`src/rtl/pcp_pkg.sv`:
```
package pcp_pkg;

    typedef enum logic [1:0] {
        BK_CLOSED    = 2'd0,
        BK_OPEN      = 2'd1,
        BK_CLOSE_REQ = 2'd2
    } bank_st_e;

    typedef enum logic [1:0] {
        CLS_RD_LO = 2'd0,
        CLS_RD_HI = 2'd1,
        CLS_WR    = 2'd2
    } cmd_cls_e;

    function automatic cmd_cls_e cls_of(input logic is_wr, input logic hi_pri);
        if (is_wr)
            return CLS_WR;
        return hi_pri ? CLS_RD_HI : CLS_RD_LO;
    endfunction

endpackage

```
`src/rtl/pcp_policy_reg.sv`:
```
module pcp_policy_reg #(
    parameter int TMR_W = 8
) (
    input  logic             clk,
    input  logic             rst_n,
    input  logic             cfg_wr,
    input  logic             cfg_pclose_en,
    input  logic [TMR_W-1:0] cfg_close_timer,
    output logic             pclose_on,
    output logic             timer_zero
);
    logic             pclose_q;
    logic [TMR_W-1:0] tmr_q;

    always_ff @(posedge clk) begin
        if (!rst_n) begin
            pclose_q <= 1'b1;
            tmr_q    <= '0;
        end else if (cfg_wr) begin
            pclose_q <= cfg_pclose_en;
            tmr_q    <= cfg_close_timer;
        end
    end

    assign pclose_on  = pclose_q;
    assign timer_zero = (tmr_q == '0);

    // a configuration write takes effect exactly one cycle later
    p_cfg_load_r12: assert property (@(posedge clk) disable iff (!rst_n)
        cfg_wr |=> (pclose_on == $past(cfg_pclose_en)));
endmodule

```
`src/rtl/pcp_class_track.sv`:
```
module pcp_class_track
    import pcp_pkg::*;
(
    input  logic     clk,
    input  logic     rst_n,
    input  logic     cmd_valid,
    input  cmd_cls_e cmd_cls,
    output logic     cls_switch
);
    cmd_cls_e last_q;
    logic     seen_q;

    always_ff @(posedge clk) begin
        if (!rst_n) begin
            last_q <= CLS_RD_LO;
            seen_q <= 1'b0;
        end else if (cmd_valid) begin
            last_q <= cmd_cls;
            seen_q <= 1'b1;
        end
    end

    assign cls_switch = cmd_valid && seen_q && (cmd_cls != last_q);

    // a switch is only ever reported alongside an issued command
    p_switch_needs_cmd_r5: assert property (@(posedge clk) disable iff (!rst_n)
        cls_switch |-> cmd_valid);
endmodule

```
`src/rtl/pcp_bank_fsm.sv`:
```
module pcp_bank_fsm
    import pcp_pkg::*;
(
    input  logic clk,
    input  logic rst_n,
    input  logic close_ev,
    input  logic open_ev,
    input  logic cmd_hit,
    input  logic cmd_scrub,
    input  logic cls_switch,
    input  logic pclose_on,
    input  logic timer_zero,
    input  logic hits_left,
    output logic ap_flag,
    output logic pre_req,
    output logic is_open
);
    bank_st_e st_q, st_d;
    logic     last_hit;

    always_ff @(posedge clk) begin
        if (!rst_n) st_q <= BK_CLOSED;
        else        st_q <= st_d;
    end

    always_comb begin
        last_hit = cmd_hit && !close_ev && !open_ev && (st_q == BK_OPEN)
                   && !hits_left && pclose_on && timer_zero;
        ap_flag  = last_hit && !cmd_scrub && !cls_switch;
        st_d     = st_q;
        unique case (st_q)
            BK_CLOSED: begin
                if (open_ev && !close_ev) st_d = BK_OPEN;
            end
            BK_OPEN: begin
                if (close_ev)      st_d = BK_CLOSED;
                else if (ap_flag)  st_d = BK_CLOSED;
                else if (last_hit) st_d = BK_CLOSE_REQ;
            end
            BK_CLOSE_REQ: begin
                if (close_ev)                  st_d = BK_CLOSED;
                else if (open_ev || hits_left) st_d = BK_OPEN;
            end
            default: st_d = BK_CLOSED;
        endcase
    end

    always_comb begin
        pre_req = (st_q == BK_CLOSE_REQ);
        is_open = (st_q != BK_CLOSED);
    end

    p_ap_closes_r2: assert property (@(posedge clk) disable iff (!rst_n)
        ap_flag |=> !is_open);
    p_ap_open_r10: assert property (@(posedge clk) disable iff (!rst_n)
        ap_flag |-> is_open);
    p_off_no_req_r7: assert property (@(posedge clk) disable iff (!rst_n)
        (!pclose_on && !pre_req) |=> !pre_req);
    p_req_hold_r8: assert property (@(posedge clk) disable iff (!rst_n)
        (pre_req && !close_ev && !open_ev && !hits_left) |=> pre_req);
    p_req_drop_r9: assert property (@(posedge clk) disable iff (!rst_n)
        (pre_req && hits_left && !close_ev) |=> (!pre_req && is_open));
    p_close_wins_r11: assert property (@(posedge clk) disable iff (!rst_n)
        close_ev |=> !is_open);
endmodule

```
`src/rtl/pcp_policy_ctrl.sv`:
```
module pcp_policy_ctrl
    import pcp_pkg::*;
#(
    parameter int NB     = 8,
    parameter int TMR_W  = 8,
    parameter int BANK_W = (NB > 1) ? $clog2(NB) : 1
) (
    input  logic              clk,
    input  logic              rst_n,
    input  logic              cfg_wr,
    input  logic              cfg_pclose_en,
    input  logic [TMR_W-1:0]  cfg_close_timer,
    input  logic              cmd_valid,
    input  logic [BANK_W-1:0] cmd_bank,
    input  logic              cmd_is_wr,
    input  logic              cmd_hi_pri,
    input  logic              cmd_scrub,
    input  logic [NB-1:0]     hits_left,
    input  logic              act_valid,
    input  logic [BANK_W-1:0] act_bank,
    input  logic              pre_valid,
    input  logic [BANK_W-1:0] pre_bank,
    output logic              cmd_autopre,
    output logic [NB-1:0]     pre_req,
    output logic [NB-1:0]     bank_is_open
);
    logic          pclose_on;
    logic          timer_zero;
    logic          cls_switch;
    logic [NB-1:0] ap_vec;

    pcp_policy_reg #(.TMR_W(TMR_W)) u_pol (
        .clk            (clk),
        .rst_n          (rst_n),
        .cfg_wr         (cfg_wr),
        .cfg_pclose_en  (cfg_pclose_en),
        .cfg_close_timer(cfg_close_timer),
        .pclose_on      (pclose_on),
        .timer_zero     (timer_zero)
    );

    pcp_class_track u_cls (
        .clk       (clk),
        .rst_n     (rst_n),
        .cmd_valid (cmd_valid),
        .cmd_cls   (cls_of(cmd_is_wr, cmd_hi_pri)),
        .cls_switch(cls_switch)
    );

    for (genvar b = 0; b < NB; b++) begin : g_bank
        pcp_bank_fsm u_fsm (
            .clk       (clk),
            .rst_n     (rst_n),
            .close_ev  (pre_valid && (pre_bank == BANK_W'(b))),
            .open_ev   (act_valid && (act_bank == BANK_W'(b))),
            .cmd_hit   (cmd_valid && (cmd_bank == BANK_W'(b))),
            .cmd_scrub (cmd_scrub),
            .cls_switch(cls_switch),
            .pclose_on (pclose_on),
            .timer_zero(timer_zero),
            .hits_left (hits_left[b]),
            .ap_flag   (ap_vec[b]),
            .pre_req   (pre_req[b]),
            .is_open   (bank_is_open[b])
        );
    end

    assign cmd_autopre = |ap_vec;

    p_scrub_no_ap_r4: assert property (@(posedge clk) disable iff (!rst_n)
        (cmd_valid && cmd_scrub) |-> !cmd_autopre);
    p_timer_no_ap_r6: assert property (@(posedge clk) disable iff (!rst_n)
        !timer_zero |-> !cmd_autopre);
    p_ap_needs_cmd_r2: assert property (@(posedge clk) disable iff (!rst_n)
        cmd_autopre |-> (cmd_valid && pclose_on));
endmodule

```
`config.mk`:
```
export PLATFORM = sky130hd
export DESIGN_NAME = pcp_policy_ctrl
export DESIGN_NICKNAME = d
export VERILOG_FILES = /design/src/rtl/pcp_pkg.sv /design/src/rtl/pcp_policy_reg.sv /design/src/rtl/pcp_class_track.sv /design/src/rtl/pcp_bank_fsm.sv /design/src/rtl/pcp_policy_ctrl.sv
export SDC_FILE = /design/constraint.sdc
export NUM_CORES = 1
export LEC_CHECK = 0
export ABC_AREA = 1
export BUFFER_PORTS_ARGS = -buffer_cell sky130_fd_sc_hd__buf_2
export CAP_MARGIN = 40
export CELL_PAD_IN_SITES_DETAIL_PLACEMENT = 0
export CELL_PAD_IN_SITES_GLOBAL_PLACEMENT = 1
export CORE_MARGIN = 2
export CORE_UTILIZATION = 36
export DETAILED_ROUTE_END_ITERATION = 6
export PLACE_DENSITY_LB_ADDON = 0.12
export RECOVER_POWER = 25
export SLEW_MARGIN = 20
export SYNTH_ARGS = -nofsm -noshare
export SYNTH_HDL_FRONTEND = slang
export SYNTH_SLANG_ARGS = --single-unit
```
`constraint.sdc`:
```
create_clock -name clk -period 1.8 [get_ports clk]
set_clock_uncertainty 0.1 [all_clocks]
set_input_delay 0.45 -clock clk [delete_from_list [all_inputs] [get_ports clk]]
set_output_delay 0.45 -clock clk [all_outputs]
set_load 0.01 [all_outputs]
```
# Yosys cells after proc, flatten, opt, wreduce, memory -nomap -nowiden
# Index checks and enable logic that the tools add are counted.
[op_classes]
n_reduce_logical = 161
eq_ne = 62
mux = 60
[op_table]
columns = ["operator", "count"]
rows = [
  ["2-bit two-way mux", 50],
  ["1-bit logical AND", 98],
  ["2-bit case mux with 3 select lines", 8],
  ["3-bit == test, second input constant", 12],
  ["4-bit by 1-bit inequality test with 1-bit output, second input constant", 8],
  ["1-bit zero test", 26],
  ["3-bit by 2-bit inequality test with 1-bit output, second input constant", 8],
  ["3-bit AND reduction", 8],
  ["3-bit by 2-bit == test with 1-bit output, second input constant", 6],
  ["2-bit by 1-bit == test with 1-bit output, second input constant", 8],
  ["2-bit == test, second input constant", 8],
  ["2-bit zero test", 8],
  ["2-bit by 1-bit inequality test with 1-bit output, second input constant", 8],
  ["2-bit nonzero test", 8],
  ["3-bit by 1-bit == test with 1-bit output, second input constant", 3],
  ["3-bit zero test", 3],
  ["8-bit zero test", 1],
  ["1-bit logical OR", 8],
  ["8-bit OR reduction", 1],
  ["1-bit two-way mux", 2],
  ["2-bit inequality test", 1],
]
[totals]
regBits = 28
inputBits = 35
elab_cells = 295

# Longest topological paths before layout
# Gate-level depths: netlist of the first run.
[depth]
ltp_word = 14
ltp_mapped = 12

# Modules after synthesis
# A second synthesis of the first run with hierarchy kept.
[hier_totals]
cells_unflattened = 373
hier_area_um2 = 2164.6
[modules_own_cells]
columns = ["mod", "n_inst", "cells_per_inst", "area_per_inst_um2", "seq_area_each_um2"]
rows = [
  ["pcp_bank_fsm", 8, 30, 180.2, 40.0],
  ["pcp_policy_reg", 1, 45, 334.1, 180.2],
  ["pcp_policy_ctrl", 1, 68, 255.2, 0.0],
  ["pcp_class_track", 1, 20, 133.9, 60.1],
]

# Worst setup path after synthesis of the first run
# OpenSTA, ideal clock, no wires.
[synth_path]
path_kind = "input-to-output"
start = "input cmd_is_wr"
end = "output cmd_autopre"
path_buffers = 0
t_arrival_ns = 1.294
setup_slack_ns = -0.044
required_ns = 1.250
stages = 9
path_cell_list = "inv_2 > nand2_1 > nand2_1 > nand3_1 > a21oi_2 > nand2_1 > o21ai_0 > nor2_1 > nand3_1"
[synth_via]
elab_chain_cells = 7
word_cells_on_any_way = 14
cone_classes = "eq/ne (1); mux (2); reduce/logical (11)"
[synth_lines]
columns = ["item", "line", "source"]
rows = [
  ["start, declared", "pcp_policy_ctrl.sv:15", "input logic cmd_is_wr,"],
  ["1-bit two-way mux (*)", "pcp_pkg.sv:16", "if (is_wr)"],
  ["2-bit two-way mux (*)", "pcp_pkg.sv:18", "return hi_pri ? CLS_RD_HI : CLS_RD_LO;"],
  ["2-bit inequality test (*)", "pcp_class_track.sv:23", "assign cls_switch = cmd_valid && seen_q && (cmd_cls != last_q);"],
  ["1-bit logical AND (*)", "pcp_class_track.sv:23", ""],
  ["1-bit zero test (*)", "pcp_bank_fsm.sv:29", "ap_flag = last_hit && !cmd_scrub && !cls_switch;"],
  ["1-bit logical AND", "pcp_bank_fsm.sv:29", ""],
  ["8-bit OR reduction (*)", "pcp_policy_ctrl.sv:68", "assign cmd_autopre = |ap_vec;"],
  ["end, declared", "pcp_policy_ctrl.sv:23", "output logic cmd_autopre,"],
]
# Mark *: on every way between the ends. The rest lies on a longest branch, timed or not.

# Worst setup path after layout of the first run
[layout_path]
start = "input pre_bank[2]"
end = "output cmd_autopre"
[layout_via]
elab_chain_cells = 12
word_cells_on_any_way = 89
cone_classes = "eq/ne (7); reduce/logical (82)"
[layout_lines]
columns = ["item", "line", "source"]
rows = [
  ["start, declared", "pcp_policy_ctrl.sv:22", "input logic [BANK_W-1:0] pre_bank,"],
  ["3-bit by 1-bit == test with 1-bit output, or another cell as far along", "pcp_policy_ctrl.sv:54", ".close_ev (pre_valid && (pre_bank == BANK_W'(b))),"],
  ["1-bit logical AND", "pcp_policy_ctrl.sv:54", ""],
  ["1-bit zero test", "pcp_bank_fsm.sv:27", "last_hit = cmd_hit && !close_ev && !open_ev && (st_q == BK_OPEN)"],
  ["1-bit logical AND (3 in series)", "pcp_bank_fsm.sv:27", ""],
  ["1-bit logical AND (3 in series)", "pcp_bank_fsm.sv:28", "&& !hits_left && pclose_on && timer_zero;"],
  ["1-bit logical AND (2 in series)", "pcp_bank_fsm.sv:29", ""],
  ["8-bit OR reduction (*)", "pcp_policy_ctrl.sv:68", ""],
]
# Marks and branches as above.

==> results.cfg, run 1 <==
[status]
outcome = complete, but fails checks
violations = negative setup slack

[logic_synthesis]
synth_edf_count = 0
synth_ff_type = dfxtp_1
synth_cell_types = 26
synth-seq-cells = 28
yosys_warnings = 0
syn_inst = 387
syn-num-nets = 422
synth_area_um2 = 2192
ys_seq_area_frac = 0.2557
async_reset_ff_frac = 0
syn_area_per_cell_um2 = 5.664

[clock_network]
clock_latency_ns = 0.28
clk_pin_slew_ns = 0.10
cts.sinks = 28
cts_tree = yes
clk_path_buf_depth = 2
numCtsBuffers = 3
root_buffer = clkbuf_8
ctsHtreeMaxLevel = 1

[layout]
fin_nets = 511
area_growth_pct = 36.07
final_common_cell = nand2_1
drive_gt1_frac = 0.3221
layout_common_cells = nand2_1, nor2_1, inv_1, buf_4, buf_2
antennaDiodeCount = 0
final_cells = 550

[global_route]
grt_max_degree = 17
grt_pass1_vias = 2165
track_usage = 0.1748
antenna_found_initial = 0
gr-total-overflow = 0
grt_pass1_wl_mm = 9.156

[timing]
worstMarginPinSlew_ns = 0.5767
holdWs_ns = 0.2664
fmax_mhz = 465.2
period_needed_ns = 2.150
worst_slack_ns = -0.3498
drv_slew = 0
period_share = 1.194
rsz0062_at_grt = true
setup_violations = 1
relSlewSlack = 0.6156
finalHoldViolations = 0

[floorplan]
std_cell_rows = 28
initial_utilization = 0.3724
die_h_um = 82.04
dieArea_um2 = 6730
io_pins = 52
core_um2 = 5886
die-width_um = 82.04

[placed_design]
preCtsSetupSlack_ns = -0.4192
portBuffers = 51
gp_routability_congestion = 0.8174
dpl.cell_count = 540
hpwl_mm = 4.567

[worst_hold_path]
hp-class = primary input to flip-flop

[critical_path]
end_kind = output pin
required_ns = 1.25
startpoint_type = primary input
critical-path-max-stage-delay_ns = 0.22
cp.buffers_inverters = 2
crit_slowest_cell = nor2_1
path_cells = buf_2, nand2_1, nor2_1, nor2_2, nand2_1, nor2_1, nand2_1, o21ai_2, nor2_1, nand3_1, buf_2
critical_path_class = primary input to output pin
cp_max_fo = 4
cp.arrival_ns = 1.60
crit_family = simple AND/OR/NAND/NOR gates

[power_and_ir_drop]
total_leakage_power_uw = 0.001623
power_density_nw_per_um2 = 914.1
ir_drop_uv = 419.1

[route]
via_per_inst = 4.464
drt_iter0_drc = 74
avgRoutedWirePerCell_um = 10.21
drcViolationCount = 0
drt_wl_total_mm = 5.618
ant_nets = 0
vias = 2455
drtPass1Iterations = 4

[job]
drv_cap = 0
tightest hold or removal path: stages:
cell,delay [ns]
buf_2,0.07
nand2_1,0.04
nand3_1,0.06
layer usage:
layer,global-route usage,part of all wire,vias up
met5,0,0,-
met4,0.04500,0.013,0
met3,0.02198,0.035,7
met2,0.3203,0.47,42
met1,0.2141,0.48,1058
li1,-,-,1348
area by class of cell:
class	instances	area, um^2
flip-flops and latches	28	566.8
clock inverters	1	30.03
inverters	66	247.7
clock buffers	3	41.29
repair buffers	104	646.9
fillers	627	2903
well taps	75	93.84
multi-input cells	273	1356
flip-flops by register name, summed over array words and instances, names as in the netlist:
name	flops
g_bank.u_fsm.st_q	16
u_pol.tmr_q	8
u_cls.last_q	2
u_cls.seen_q	1
u_pol.pclose_on	1
worst paths after layout:
check                              startpoint                                    to  slack, ns  cells after the start
hold reg to reg     u_cls.seen_q$_SDFFE_PN0P_             u_cls.seen_q$_SDFFE_PN0P_       0.38                      2
setup / recovery                  pre_bank[2]                           cmd_autopre      -0.35                     11
setup reg to reg  u_pol.tmr_q[4]$_SDFFE_PN0P_  g_bank[4].u_fsm.st_q[1]$_SDFFE_PN0P_       0.12                     12
hold / removal                  cfg_pclose_en          u_pol.pclose_on$_SDFFE_PN1P_       0.27                      3
timing repair:
action                     in CTS  in global routing
pin swaps                      12                 12
setup buffers                   4                  2
gates cloned                    0                  0
hold buffers                    0                  0
gates resized for setup        15                 26
setup endpoints to repair       1                  3
synth_stat cells, types with 2 or more instances:
master	instances	area share
nand3_2	2	0.0091
nand2_2	7	0.020
nand4_1	2	0.0057
nor4_1	2	0.0057
clkinv_1	2	0.0034
o21bai_4	2	0.017
o21bai_1	4	0.014
o21a_1	5	0.017
clkbuf_1	2	0.0034
nor2_1	86	0.15
dfxtp_1	28	0.26
buf_4	17	0.058
a21oi_1	12	0.027
inv_2	2	0.0034
nand3_1	20	0.046
nand2_1	103	0.18
o21ai_0	18	0.041
inv_1	62	0.11
o21ai_2	4	0.016
report_power, final:
group / leakage (uW) / internal [uW] / switching, uW
clock: 0.0000357 / 298 / 217
sequential: 0.000231 / 741 / 73.0
combinational: 0.00136 / 627 / 771
cell families (layout without fill, tap and decap cells):
| group | after synthesis | after routing | share of synthesized area |
|---|---|---|---|
| AO/OA/AOI/OAI | 47 | 47 | 0.1398 |
| buffers and inverters | 86 | 174 | 0.1769 |
| flip-flops | 28 | 28 | 0.2557 |
| AND/OR/NAND/NOR | 226 | 226 | 0.4275 |
per-stage QoR:
| step | util | power (uW) | instance area (um^2) | setup TNS, ns |
|---|---|---|---|---|
| floorplan | - | 1850 | 2205 | 0 |
| global placement | 0.4700 | 2186 | 2766 | -0.4799 |
| detailed placement | 0.4700 | 2180 | 2766 | -0.4497 |
| CTS | 0.4915 | 2729 | 2893 | -0.3777 |
| global route | 0.5068 | 3000 | 2983 | -0.4707 |
| finish | 0.5068 | 2727 | 2983 | -0.3498 |
Note: power is estimated with default switching activity, not from simulation.
==> run 2: changes to the inputs <==
--- a/config.mk
+++ b/config.mk
@@ -5,16 +5,17 @@
 export SDC_FILE = /design/constraint.sdc
 export NUM_CORES = 1
 export LEC_CHECK = 0
-export ABC_AREA = 1
+export ABC_AREA = 0
 export BUFFER_PORTS_ARGS = -buffer_cell sky130_fd_sc_hd__buf_2
 export CAP_MARGIN = 40
 export CELL_PAD_IN_SITES_DETAIL_PLACEMENT = 0
 export CELL_PAD_IN_SITES_GLOBAL_PLACEMENT = 1
 export CORE_MARGIN = 2
-export CORE_UTILIZATION = 36
+export CORE_UTILIZATION = 38
 export DETAILED_ROUTE_END_ITERATION = 6
 export PLACE_DENSITY_LB_ADDON = 0.12
 export RECOVER_POWER = 25
+export SKIP_CTS_REPAIR_TIMING = 1
 export SLEW_MARGIN = 20
 export SYNTH_ARGS = -nofsm -noshare
 export SYNTH_HDL_FRONTEND = slang
==> run 2 against run 1 <==
Effect of this change:
- the run still ends with negative setup slack left
- clock power shrank 1%
- final cell count shrank 26%
- core utilization grew 13 points
- wire length grew 4.3%
- count of clock-buffer cells in the layout is the same
- synthesized cell count shrank 43%
- setup slack lost 0.94 ns
- final area grew 1.0%
- worst hold slack gained 0.024 ns
- sequential cell count is the same
- sequential share of layout area shrank 0.27 points
- non-clock buffer count grew 38
- critical path type is now flip-flop to output pin
- critical endpoint unchanged
==> results.cfg, run 2 <==
[layout]
top_register = g_bank.u_fsm.st_q
n_fill_cell = 415
fin_util = 0.6379
reg_top3 = g_bank.u_fsm.st_q (16), u_pol.tmr_q (8), u_cls.last_q (2)
largest_register_ffs = 16
final_cells = 408
fin_area_um2 = 3013
final_common_cell = buf_4
antennaDiodeCount = 0
area_growth_pct = 62.81
layout_common_cells = buf_4, buf_2, dfxtp_1, nor2b_1, mux2i_1
fin_nets = 377
drive_gt1_frac = 0.5220

[critical_path]
cp.arrival_ns = 2.54
critical_path_class = flip-flop to output pin
end_kind = output pin
required_ns = 1.25
startpoint_type = flip-flop
cp_max_fo = 2

[logic_synthesis]
synth-seq-cells = 28
synth_ff_type = dfxtp_1
yosys_warnings = 0
synth_most_common_cell = dfxtp_1
synth_top_cell_by_area = dfxtp_1
synth_area_um2 = 1851
syn_area_per_cell_um2 = 8.336
synth_cell_types = 47
synth_common_cells = dfxtp_1, nor2b_1, buf_4
syn_inst = 222
synth.area.top_cells = dfxtp_1, nor2b_1, buf_4
async_reset_ff_frac = 0
ys_seq_area_frac = 0.3029
syn-num-nets = 257
synth_edf_count = 0
synth_top_area_frac = 0.3029

[placed_design]
dpl.cell_count = 397
portBuffers = 51
preCtsSetupSlack_ns = -0.9365
gp_routability_congestion = 0.8375
hpwl_mm = 4.445
place_area_um2 = 2664

[timing]
setup_violations = 11
relSlewSlack = 0.5102
period_share = 1.717
drv_slew = 0
worstMarginPinSlew_ns = 0.7346
worst_slack_ns = -1.291
finalHoldViolations = 0
rsz0062_at_grt = true
fmax_mhz = 323.5
period_needed_ns = 3.091

[power_and_ir_drop]
intPower_uw = 1181
power_density_nw_per_um2 = 534.6
ir_drop_uv = 347.2
clkPwrFrac = 0.317
total_power_uw = 1611
power_switching_share = 0.2671
seqPwrFrac = 0.406
p_comb_frac = 0.277
total_leakage_power_uw = 0.001369
switchingPower_uw = 430.2

[floorplan]
core_um2 = 4723
die_h_um = 73.79
io_pins = 52
die-width_um = 73.79
dieArea_um2 = 5444
initial_utilization = 0.3918
std_cell_rows = 25

[route]
via_per_inst = 5.071
vias = 2069
drt_iter0_drc = 75
drcViolationCount = 0
drtPass1Iterations = 4
ant_nets = 0
avgRoutedWirePerCell_um = 14.37
drt_wl_total_mm = 5.862

[global_route]
antenna_found_initial = 0
grt_pass1_wl_mm = 8.997
grtUsageMet3 = 0.02881
grt_max_degree = 17
grt-busiest-layer = met2
gr-total-overflow = 0
use_met1 = 0.2766
track_usage = 0.2130
grt_util_met2 = 0.3641
grt_pass1_vias = 1956

[clock_network]
clk_pin_slew_ns = 0.10
numCtsBuffers = 3
clock_latency_ns = 0.28
clk_path_buf_depth = 2
ctsHtreeMaxLevel = 1
root_buffer = clkbuf_8
cts_tree = yes
cts.sinks = 28

[job]
drv_cap = 0

[status]
outcome = complete, but fails checks
violations = negative setup slack

[worst_hold_path]
hp-class = primary input to flip-flop
[run 2: power groups by stage]
stage               combinational (uW)  clock (uW)  sequential (uW)
global placement                   345           0              666
floorplan                          152           0              669
finish                             446         510              655
global route                       482         548              658
detailed placement                 347           0              667
CTS                                349         521              652
[run 2: path summary, 6_finish.rpt]
path | startpoint | end | slack (ns) | cells after the start
min | cfg_pclose_en | u_pol.pclose_on$_SDFFE_PN1P_ | 0.29 | 3
max reg2reg | u_pol.tmr_q[6]$_SDFFE_PN0P_ | g_bank[2].u_fsm.st_q[0]$_SDFFE_PN0P_ | -0.57 | 10
max | u_pol.tmr_q[6]$_SDFFE_PN0P_ | cmd_autopre | -1.29 | 6
min reg2reg | u_cls.seen_q$_SDFFE_PN0P_ | u_cls.seen_q$_SDFFE_PN0P_ | 0.37 | 1
[run 2: metrics by stage]
stage | setup TNS, ns | hold slack (ns)
global route | -5.583 | 0.2899
finish | -4.382 | 0.2904
global placement | -3.910 | 0.3373
floorplan | -1.470 | 0.3281
CTS | -4.378 | 0.2878
detailed placement | -4.067 | 0.3493
[run 2: per-layer routing]
metal  share of wire  up-vias
met4           0.011        0
li1                -     1060
met5               0        -
met1            0.43      960
met3           0.042        7
met2            0.51       42
[run 2: cell families after synthesis]
| logic type | after synthesis | share of synthesized area |
|---|---|---|
| AOI/OAI and AO/OA | 38 | 0.1454 |
| buffers and inverters | 30 | 0.09398 |
| DFF | 28 | 0.3029 |
| muxes | 11 | 0.05950 |
| and+or+nand+nor | 115 | 0.3982 |
[run 2: final cells by class]
class | instances | area [um^2] | share of cell area
multi-input combinational | 164 | 1323 | 0.4390
tap | 67 | 83.83 | 0.02782
clock buffer | 3 | 41.29 | 0.01370
timing repair buffer | 142 | 959.7 | 0.3185
inverter | 3 | 11.26 | 0.003738
sequential | 28 | 564.3 | 0.1873
clock inverter | 1 | 30.03 | 0.009967
[run 2: worst max-delay path, stage by stage, from the launching register on]
cell and delay, ns:
dfxtp_2 0.33, or4_4 0.52, or2_1 0.24, or4_1 0.43, o311a_1 0.32, a41oi_2 0.24
buf_2 0.17
